`src/rtl/sdr_rd_pkg.sv`:
```
package sdr_rd_pkg;

  typedef enum logic [1:0] {
    CMD_NOP  = 2'd0,
    CMD_ACT  = 2'd1,
    CMD_RD   = 2'd2,
    CMD_DCAB = 2'd3
  } sdr_cmd_e;

  // {ras_n, cas_n, we_n}
  function automatic logic [2:0] cmd_strobes(sdr_cmd_e c);
    case (c)
      CMD_ACT:  return 3'b011;
      CMD_RD:   return 3'b101;
      CMD_DCAB: return 3'b010;
      default:  return 3'b111;
    endcase
  endfunction

endpackage

```
`src/rtl/sdr_rst_sync.sv`:
```
module sdr_rst_sync (
  input  logic clk,
  input  logic rst_n,
  output logic rst_sync_n
);
  logic [1:0] sync_q;

  always_ff @(posedge clk or negedge rst_n) begin
    if (!rst_n) sync_q <= 2'b00;
    else        sync_q <= {sync_q[0], 1'b1};
  end

  assign rst_sync_n = sync_q[1];
endmodule

```
`src/rtl/sdr_page_track.sv`:
```
module sdr_page_track #(
  parameter int ADDR_W = 14,
  parameter int HOLD_W = 3
) (
  input  logic              clk,
  input  logic              rst_n,
  input  logic              open_en,
  input  logic              close_en,
  input  logic [ADDR_W:0]   req_row,
  output logic              page_vld,
  output logic              page_hit,
  output logic [HOLD_W-1:0] held_hi
);
  localparam int ROW_W = ADDR_W + 1;

  logic             vld_q, vld_d;
  logic [ROW_W-1:0] row_q, row_d;
  logic             row_en;

  always_comb begin
    vld_d  = vld_q;
    row_d  = row_q;
    row_en = 1'b0;
    if (open_en) begin
      vld_d  = 1'b1;
      row_d  = req_row;
      row_en = 1'b1;
    end else if (close_en) begin
      vld_d  = 1'b0;
      row_d  = '0;
      row_en = 1'b1;
    end
  end

  always_ff @(posedge clk or negedge rst_n) begin
    if (!rst_n) begin
      vld_q <= 1'b0;
      row_q <= '0;
    end else begin
      vld_q <= vld_d;
      if (row_en) row_q <= row_d;
    end
  end

  assign page_vld = vld_q;
  assign page_hit = vld_q && (row_q == req_row);
  assign held_hi  = row_q[ADDR_W-1 -: HOLD_W];
endmodule

```
`src/rtl/sdr_cmd_ctl.sv`:
```
module sdr_cmd_ctl
  import sdr_rd_pkg::*;
#(
  parameter int ADDR_W = 14,
  parameter int HOLD_W = 3,
  parameter int COL_W  = 8,
  parameter int BE_W   = 4
) (
  input  logic              clk,
  input  logic              rst_n,
  input  logic              req_valid,
  input  logic [ADDR_W:0]   req_row,
  input  logic [COL_W-1:0]  req_col,
  input  logic [BE_W-1:0]   req_be,
  input  logic              page_vld,
  input  logic              page_hit,
  input  logic [HOLD_W-1:0] held_hi,
  output sdr_cmd_e          cmd_d,
  output logic              sd_ras_n,
  output logic              sd_cas_n,
  output logic              sd_we_n,
  output logic              sd_a10,
  output logic [ADDR_W-1:0] sd_addr,
  output logic [BE_W-1:0]   sd_be_n
);
  logic              last_rd_q;
  logic [2:0]        strb_d, strb_q;
  logic              a10_d;
  logic [ADDR_W-1:0] addr_d;
  logic [BE_W-1:0]   be_n_d;

  // command choice: hit wins, then the post-read gap, then open, then close
  always_comb begin
    cmd_d = CMD_NOP;
    if (req_valid && page_vld && page_hit) cmd_d = CMD_RD;
    else if (last_rd_q)                    cmd_d = CMD_NOP;
    else if (req_valid && !page_vld)       cmd_d = CMD_ACT;
    else if (req_valid)                    cmd_d = CMD_DCAB;
  end

  always_comb begin
    strb_d = cmd_strobes(cmd_d);
    a10_d  = 1'b0;
    addr_d = '0;
    be_n_d = '1;
    case (cmd_d)
      CMD_ACT: begin
        addr_d = req_row[ADDR_W-1:0];
        a10_d  = req_row[ADDR_W];
      end
      CMD_RD: begin
        addr_d[COL_W-1:0]         = req_col;
        addr_d[ADDR_W-1 -: HOLD_W] = held_hi;
        be_n_d                    = ~req_be;
      end
      CMD_DCAB: begin
        addr_d[ADDR_W-1 -: HOLD_W] = held_hi;
        a10_d                     = 1'b1;
      end
      default: ;
    endcase
  end

  always_ff @(posedge clk or negedge rst_n) begin
    if (!rst_n) begin
      last_rd_q <= 1'b0;
      strb_q    <= 3'b111;
      sd_a10    <= 1'b0;
      sd_addr   <= '0;
      sd_be_n   <= '1;
    end else begin
      last_rd_q <= (cmd_d == CMD_RD);
      strb_q    <= strb_d;
      sd_a10    <= a10_d;
      sd_addr   <= addr_d;
      sd_be_n   <= be_n_d;
    end
  end

  assign {sd_ras_n, sd_cas_n, sd_we_n} = strb_q;
endmodule

```
`src/rtl/sdr_rd_return.sv`:
```
module sdr_rd_return #(
  parameter int DATA_W  = 32,
  parameter int TAG_W   = 4,
  parameter int CAS_LAT = 3
) (
  input  logic              clk,
  input  logic              rst_n,
  input  logic              launch,
  input  logic [TAG_W-1:0]  launch_tag,
  input  logic [DATA_W-1:0] sd_dq_in,
  output logic              rd_valid,
  output logic [DATA_W-1:0] rd_data,
  output logic [TAG_W-1:0]  rd_tag
);
  localparam int LAST = CAS_LAT - 1;

  logic [CAS_LAT-1:0] vld_q;
  logic [TAG_W-1:0]   tag_q [CAS_LAT];

  always_ff @(posedge clk or negedge rst_n) begin
    if (!rst_n) begin
      vld_q[0] <= 1'b0;
      tag_q[0] <= '0;
    end else begin
      vld_q[0] <= launch;
      if (launch) tag_q[0] <= launch_tag;
    end
  end

  for (genvar s = 1; s < CAS_LAT; s++) begin : g_stage
    always_ff @(posedge clk or negedge rst_n) begin
      if (!rst_n) begin
        vld_q[s] <= 1'b0;
        tag_q[s] <= '0;
      end else begin
        vld_q[s] <= vld_q[s-1];
        if (vld_q[s-1]) tag_q[s] <= tag_q[s-1];
      end
    end
  end

  always_ff @(posedge clk or negedge rst_n) begin
    if (!rst_n) begin
      rd_valid <= 1'b0;
      rd_data  <= '0;
      rd_tag   <= '0;
    end else begin
      rd_valid <= vld_q[LAST];
      if (vld_q[LAST]) begin
        rd_data <= sd_dq_in;
        rd_tag  <= tag_q[LAST];
      end
    end
  end
endmodule

```
`src/rtl/sdram_page_rd_seq.sv`:
```
module sdram_page_rd_seq
  import sdr_rd_pkg::*;
#(
  parameter int ADDR_W  = 14,
  parameter int HOLD_W  = 3,
  parameter int COL_W   = 8,
  parameter int BE_W    = 4,
  parameter int DATA_W  = 32,
  parameter int TAG_W   = 4,
  parameter int CAS_LAT = 3
) (
  input  logic              clk,
  input  logic              rst_n,
  input  logic              req_valid,
  input  logic [ADDR_W:0]   req_row,
  input  logic [COL_W-1:0]  req_col,
  input  logic [BE_W-1:0]   req_be,
  input  logic [TAG_W-1:0]  req_tag,
  output logic              req_ready,
  output logic              sd_ras_n,
  output logic              sd_cas_n,
  output logic              sd_we_n,
  output logic              sd_a10,
  output logic [ADDR_W-1:0] sd_addr,
  output logic [BE_W-1:0]   sd_be_n,
  input  logic [DATA_W-1:0] sd_dq_in,
  output logic              rd_valid,
  output logic [DATA_W-1:0] rd_data,
  output logic [TAG_W-1:0]  rd_tag
);
  logic              rst_i_n;
  logic              page_vld, page_hit;
  logic [HOLD_W-1:0] held_hi;
  sdr_cmd_e          cmd_d;

  sdr_rst_sync u_rst (.clk(clk), .rst_n(rst_n), .rst_sync_n(rst_i_n));

  sdr_page_track #(.ADDR_W(ADDR_W), .HOLD_W(HOLD_W)) u_page (
    .clk(clk), .rst_n(rst_i_n),
    .open_en(cmd_d == CMD_ACT), .close_en(cmd_d == CMD_DCAB),
    .req_row(req_row), .page_vld(page_vld), .page_hit(page_hit),
    .held_hi(held_hi)
  );

  sdr_cmd_ctl #(.ADDR_W(ADDR_W), .HOLD_W(HOLD_W), .COL_W(COL_W), .BE_W(BE_W)) u_cmd (
    .clk(clk), .rst_n(rst_i_n),
    .req_valid(req_valid), .req_row(req_row), .req_col(req_col), .req_be(req_be),
    .page_vld(page_vld), .page_hit(page_hit), .held_hi(held_hi),
    .cmd_d(cmd_d),
    .sd_ras_n(sd_ras_n), .sd_cas_n(sd_cas_n), .sd_we_n(sd_we_n),
    .sd_a10(sd_a10), .sd_addr(sd_addr), .sd_be_n(sd_be_n)
  );

  sdr_rd_return #(.DATA_W(DATA_W), .TAG_W(TAG_W), .CAS_LAT(CAS_LAT)) u_ret (
    .clk(clk), .rst_n(rst_i_n),
    .launch(cmd_d == CMD_RD), .launch_tag(req_tag), .sd_dq_in(sd_dq_in),
    .rd_valid(rd_valid), .rd_data(rd_data), .rd_tag(rd_tag)
  );

  assign req_ready = (cmd_d == CMD_RD);
endmodule

```
`config.mk`:
```
export PLATFORM = sky130hd
export DESIGN_NAME = sdram_page_rd_seq
export DESIGN_NICKNAME = d
export VERILOG_FILES = /design/src/rtl/sdr_rd_pkg.sv /design/src/rtl/sdr_rst_sync.sv /design/src/rtl/sdr_page_track.sv /design/src/rtl/sdr_cmd_ctl.sv /design/src/rtl/sdr_rd_return.sv /design/src/rtl/sdram_page_rd_seq.sv
export SDC_FILE = /design/constraint.sdc
export NUM_CORES = 1
export LEC_CHECK = 0
export BUFFER_PORTS_ARGS = -buffer_cell sky130_fd_sc_hd__buf_2
export CAP_MARGIN = 25
export CORE_ASPECT_RATIO = 1.75
export CORE_MARGIN = 4
export CORE_UTILIZATION = 49
export DETAILED_ROUTE_END_ITERATION = 6
export PLACE_DENSITY = 0.76
export SYNTH_ARGS = -nofsm -noshare
export SYNTH_HDL_FRONTEND = slang
export SYNTH_SLANG_ARGS = --single-unit
export TNS_END_PERCENT = 100
```
`constraint.sdc`:
```
create_clock -name clk -period 4.2 [get_ports clk]
set_clock_uncertainty 0.2 [all_clocks]
set_input_delay 0.84 -clock clk [delete_from_list [all_inputs] [get_ports clk]]
set_output_delay 0.84 -clock clk [all_outputs]
set_load 0.005 [all_outputs]
```
==> flow_summary.yaml, run 1 <==
sta:
  hold-worst-slack_ns: 0.08307
  fmax_mhz: 322.4
  post-route-min-period_ns: 3.102
  drv_slew: 0
  timing.setup.tns_ns: 0
  max-slew-margin-rel_pct: 54.15
  worstMarginPinSlew_ns: 0.6878
  post-route-period-util_pct: 73.86
  final_setup_fails: 0
  rsz0062_at_grt: "false"
  hold_viol: 0
global_routing:
  number_of_global_route_vias_before_repair: 2482
  gr-usage-all-layers_pct: 16.76
  globalRouteOverflowTotal: 0
  grt_first_pass_wirelength_microns: 11160
  grt_max_degree: 48
  antenna_found_initial: 0
finish:
  finished_layout_cells: 484
  finalInstanceArea_sq_um: 4548
  antenna-diode-count: 0
  design.final.nets: 461
  area_growth_pct: 29.08
  drive_above_1_share_pct: 48.75
  n_fill_cell: 555
worst_setup_path:
  endpoint_kind: "output pin"
  worst-path-max-fanout: 11
  crit_path_start_kind: "input pin"
  slowest_delay_ns: 0.39
  timing_worst_setup_path_type: "in2out"
  critPathTopFamily: "simple AND/OR/NAND/NOR gates"
  cp.arrival_ns: 2.06
  path_cells: "buf_2 -> xor2_1 -> nor4_1 -> nand4_1 -> inv_2 -> buf_2"
  critical_path_buf_inv_count: 3
  critPathSlowestCell: "sky130_fd_sc_hd__nor4_1"
  cp_common_cell: "sky130_fd_sc_hd__buf_2"
  worstPathRequired_ns: 3.16
clock_tree:
  clk_transition_reported_paths_ns: 0.06
  worst_skew_pair.late_latency_ns: 0.33
  clkSinkCount: 92
  postCtsSetupRepairBufs: 0
  htreeDepth: 3
  cts_buffers: 9
  tritoncts_clock_tree: "built"
  library_cell_used_as_clock_root_buffer: "sky130_fd_sc_hd__clkbuf_16"
  clockBufferDepth: 2
  ctsResizeCount: 0
  quantity_of_hold_fixing_buffers_added_after_cts: 0
drt:
  route.detailed.drc: 0
  route.detailed.wl_per_inst_microns: 14.08
  via_count: 2416
  wl_microns: 6814
  avgViaCountPerCell: 4.992
  drtIter0Drc: 92
  detail_route.first_pass.iterations: 4
  ant_nets: 0
run:
  max-cap-violations: 0
place:
  gp_routability_congestion: 0.7098
  dp.final_hpwl_microns: 5148
  place_area_sq_um: 4252
  placed_cells_incl_taps: 468
  placement.io_buffers: 125
logic_synthesis:
  most_frequently_used_flop_master_after_synthesis: "sky130_fd_sc_hd__dfrtp_1"
  yosys_warnings: 0
  yosysTopAreaCell: "sky130_fd_sc_hd__dfrtp_1"
  synth.top_cells.by_count: "sky130_fd_sc_hd__dfrtp_1, sky130_fd_sc_hd__mux2_2, sky130_fd_sc_hd__nand2_1"
  synth-edff-count: 0
  synthesized_flop_and_latch_total: 92
  syn-mean-instance-area_sq_um: 13.25
  post_synth_main_area_contributors: "sky130_fd_sc_hd__dfrtp_1, sky130_fd_sc_hd__mux2_2, sky130_fd_sc_hd__dfstp_2"
  yosysSeqAreaShare_pct: 65.59
  syn_inst: 266
  synth_most_common_cell: "sky130_fd_sc_hd__dfrtp_1"
  asyncSetResetFlopFracSynth_pct: 100.0
  cell_area_synth_sq_um: 3523
  mappedNetlistNets: 332
  synth.top_cell.area_share_pct: 60.37
  synthDistinctLibCells: 23
die:
  core_area_sq_um: 6957
  floorplan.die_area_sq_um: 8665
  die_w_microns: 72.10
  core.rowCount: 40
  initial_core_util_pct: 50.65
  die_height_microns: 120.2
  io_pins: 126
pwr:
  cellLeakagePower_nw: 2.496
  power_per_cell_area_nw_per_um2: 407.9
  ir_drop_mv: 0.3500
run_status:
  outcome: "complete, no violations"
min_path:
  hp-class: "in2async"
-- area by class of cell --
type | instances | area, sq um | share of cell area (%)
repair buffers | 129 | 668.1 | 14.69
clock inverters | 3 | 46.29 | 1.018
flip-flops and latches | 92 | 2315 | 50.89
well taps | 84 | 105.1 | 2.311
inverters | 21 | 78.83 | 1.733
multi-input cells | 142 | 1085 | 23.85
clock buffers | 13 | 250.2 | 5.502
-- state kept, by name, summed over array words and instances, names as in the netlist, 3 cells and up --
register	cells
u_cmd.sd_addr	14
u_cmd.sd_be_n	4
u_cmd.strb_q	3
u_page.row_q	15
u_ret.rd_data	32
u_ret.rd_tag	4
u_ret.tag_q	12
-- final timing paths --
path,startpoint,end,slack [ns],cells after the start
worst min-delay path,rst_n,u_rst.sync_q[1],0.08,1
worst max-delay path,req_row[1],req_ready,1.10,6
min in group clk,u_rst.sync_q[0],u_rst.sync_q[1],0.16,0
max in group asynchronous,u_rst.sync_q[1],u_cmd.strb_q[2],2.94,1
worst max register to register,u_page.row_q[1],u_ret.tag_q[9],2.17,5
worst min register to register,u_rst.sync_q[1],u_cmd.sd_addr[3],0.15,0
-- placed cells by master, fill, tap and decap left out, types with 8 or more instances in the layout --
| master | count |
|---|---|
| sky130_fd_sc_hd__o21ai_1 | 15 |
| sky130_fd_sc_hd__o211ai_1 | 8 |
| sky130_fd_sc_hd__xor2_1 | 15 |
| sky130_fd_sc_hd__a21oi_1 | 10 |
| sky130_fd_sc_hd__inv_1 | 20 |
| sky130_fd_sc_hd__nand2_1 | 23 |
| sky130_fd_sc_hd__buf_2 | 125 |
| sky130_fd_sc_hd__clkbuf_16 | 9 |
| sky130_fd_sc_hd__mux2_2 | 44 |
| sky130_fd_sc_hd__dfrtp_1 | 84 |
-- through the flow --
stage	power, mW	utilization (%)	setup slack, ns
floorplan	1.021	-	1.260
global route	1.951	65.38	0.9886
CTS	1.883	65.38	1.084
detailed placement	1.091	61.12	1.072
finish	1.855	65.38	1.098
global placement	1.082	60.83	1.067
-- cell families (layout without fill, tap and decap cells) --
group	count (synthesis)	count (layout)	synth area share, %
buffers and inverters	32	166	3.622
XOR/XNOR	15	15	3.729
multiplexers	48	48	15.34
AND/OR/NAND/NOR	38	38	4.865
other	1	1	0.1064
AO/OA/AOI/OAI	40	40	6.747
flip-flops	92	92	65.59
-- layer usage --
metal	up-vias	track usage (%)	wire [microns]	share of wire (%)
li1	1154	-	-	-
met1	1147	18.24	2595	38
met2	103	28.48	3517	52
met3	12	5.824	561	8.2
met4	0	8.000	140	2.1
met5	-	0	0	0
-- power breakdown --
part	total, mW	switching [mW]	internal, mW
clock	0.783	0.304	0.479
sequential	0.946	0.0288	0.917
combinational	0.126	0.0651	0.0614
total	1.86	0.398	1.46
No activity file was read; power rests on OpenSTA's default activity.
==> run 2: changes to the inputs <==
--- a/config.mk
+++ b/config.mk
@@ -9,9 +9,9 @@
 export CAP_MARGIN = 25
 export CORE_ASPECT_RATIO = 1.75
 export CORE_MARGIN = 4
-export CORE_UTILIZATION = 49
+export CORE_UTILIZATION = 44
 export DETAILED_ROUTE_END_ITERATION = 6
-export PLACE_DENSITY = 0.76
+export PLACE_DENSITY = 0.72
 export SYNTH_ARGS = -nofsm -noshare
 export SYNTH_HDL_FRONTEND = slang
 export SYNTH_SLANG_ARGS = --single-unit
==> constraint.sdc (replaced) <==
create_clock -name clk -period 2.7 [get_ports clk]
set_clock_uncertainty 0.2 [all_clocks]
set_input_delay 0.54 -clock clk [delete_from_list [all_inputs] [get_ports clk]]
set_output_delay 0.54 -clock clk [all_outputs]
set_load 0.005 [all_outputs]
==> flow_summary.yaml, run 2 (synthesis gave the netlist of run 1 again) <==
drt:
  wl_microns: 6965
  ant_nets: 0
  drtIter0Drc: 81
  met2WireLength_microns: 3486
  detail_route.first_pass.iterations: 4
  via_count: 2410
  route.detailed.drc: 0
  top_signal_layer_used: "met4"
  avgViaCountPerCell: 4.908
  m1WireLength_microns: 2701
  wl_met3_microns: 654
  route.detailed.wl_per_inst_microns: 14.19
sta:
  post-route-min-period_ns: 2.419
  hold_viol: 0
  timing.setup.tns_ns: 0
  max-slew-margin-rel_pct: 59.02
  fmax_mhz: 413.4
  setup_slack_ns: 0.2811
  final_setup_fails: 0
  worstMarginPinSlew_ns: 0.6147
  post-route-period-util_pct: 89.59
  hold-worst-slack_ns: 0.1132
  rsz0062_at_grt: "false"
  drv_slew: 0
pwr:
  report.power.total_mw: 2.967
  cellLeakagePower_nw: 2.520
  ir_drop_mv: 0.4509
  power_per_cell_area_nw_per_um2: 646.2
global_routing:
  gr-usage-all-layers_pct: 15.51
  number_of_global_route_vias_before_repair: 2450
  globalRouteOverflowTotal: 0
  grt_first_pass_wirelength_microns: 11240
  antenna_found_initial: 0
  grt_max_degree: 50
finish:
  area_growth_pct: 30.33
  reg.largest.list: "u_ret.rd_data x32, u_page.row_q x15, u_cmd.sd_addr x14"
  largest_register: "u_ret.rd_data"
  drive_above_1_share_pct: 49.13
  mostFrequentLayoutCell: "sky130_fd_sc_hd__buf_2"
  design.final.nets: 464
  n_fill_cell: 667
  commonest_non_fill_non_tap_cells_in_the_layout: "sky130_fd_sc_hd__buf_2, sky130_fd_sc_hd__dfrtp_1, sky130_fd_sc_hd__mux2_2"
  finalInstanceArea_sq_um: 4592
  max_reg_flops: 32
  antenna-diode-count: 0
die:
  die_w_microns: 75.65
  core_area_sq_um: 7672
  die_height_microns: 126.4
  io_pins: 126
  core.rowCount: 42
  initial_core_util_pct: 45.92
  floorplan.die_area_sq_um: 9560
worst_setup_path:
  cp.arrival_ns: 1.68
  worst-path-max-fanout: 3
  worstPathRequired_ns: 1.96
  timing_worst_setup_path_type: "reg2out"
  crit_path_start_kind: "flop"
  r2r_setup_slack_ns: 0.64
  endpoint_kind: "output pin"
clock_tree:
  cts_buffers: 9
  tritoncts_clock_tree: "built"
  htreeDepth: 3
  worst_skew_pair.late_latency_ns: 0.34
  clk_transition_reported_paths_ns: 0.06
  ctsResizeCount: 0
  clockBufferDepth: 2
  library_cell_used_as_clock_root_buffer: "sky130_fd_sc_hd__clkbuf_16"
  clkSinkCount: 92
min_path:
  hp-class: "in2reg"
run:
  max-cap-violations: 0
place:
  placement.io_buffers: 125
  gp_routability_congestion: 0.6967
  place_area_sq_um: 4272
  preCtsSetupSlack_ns: 0.3653
  dp.final_hpwl_microns: 5253
run_status:
  outcome: "complete, no violations"
run 2: cell type report:
cell class / instances / area, sq um / share of cell area (%)
clock buffers: 11 / 232.7 / 5.068
clock inverters: 5 / 77.57 / 1.689
inverters: 21 / 78.83 / 1.717
multi-input cells: 142 / 1085 / 23.62
flip-flops and latches: 92 / 2315 / 50.41
well taps: 88 / 110.1 / 2.398
repair buffers: 132 / 693.2 / 15.10
run 2: final timing paths:
check                           startpoint                to  cells after the start
max                        u_page.row_q[1]         req_ready                      5
min                              req_be[3]  u_cmd.sd_be_n[3]                      2
max reg2reg                u_page.row_q[1]    u_ret.tag_q[9]                      6
min reg2reg                u_rst.sync_q[1]   u_page.row_q[5]                      0
max in group asynchronous  u_rst.sync_q[1]   u_cmd.strb_q[0]                      1
min in group asynchronous  u_rst.sync_q[1]   u_page.row_q[5]                      0
run 2: metrics by stage:
stage | cells | utilization, %
after floorplan | 266 | -
after global placement | 474 | 55.68
after detailed placement | 474 | 55.68
after CTS | 491 | 59.85
after global routing | 491 | 59.85
final | 491 | 59.85
run 2: worst max-delay path: stages, from the launching register on:
cell	delay [ns]
sky130_fd_sc_hd__dfrtp_1	0.41
sky130_fd_sc_hd__xor2_1	0.15
sky130_fd_sc_hd__nor4_1	0.40
sky130_fd_sc_hd__nand4_1	0.19
sky130_fd_sc_hd__inv_2	0.08
sky130_fd_sc_hd__buf_2	0.11
run 2: routing by layer:
| layer | GRT usage, % | up-vias |
|---|---|---|
| met5 | 0 | - |
| met4 | 6.179 | 0 |
| met3 | 5.463 | 11 |
| met2 | 25.62 | 98 |
| met1 | 17.94 | 1141 |
| li1 | - | 1160 |
run 2: where the power goes:
group          internal (mW)  switching, mW  leakage, nW
registers               1.43         0.0451         1.23
clock network          0.808          0.490        0.150
logic                 0.0975          0.101         1.14
total                   2.33          0.635         2.52
run 2: timing repair:
| action | in CTS | in global routing |
|---|---|---|
| hold buffers | 1 | 0 |
| hold endpoints to repair | 2 | 0 |
| setup buffers | 0 | 0 |
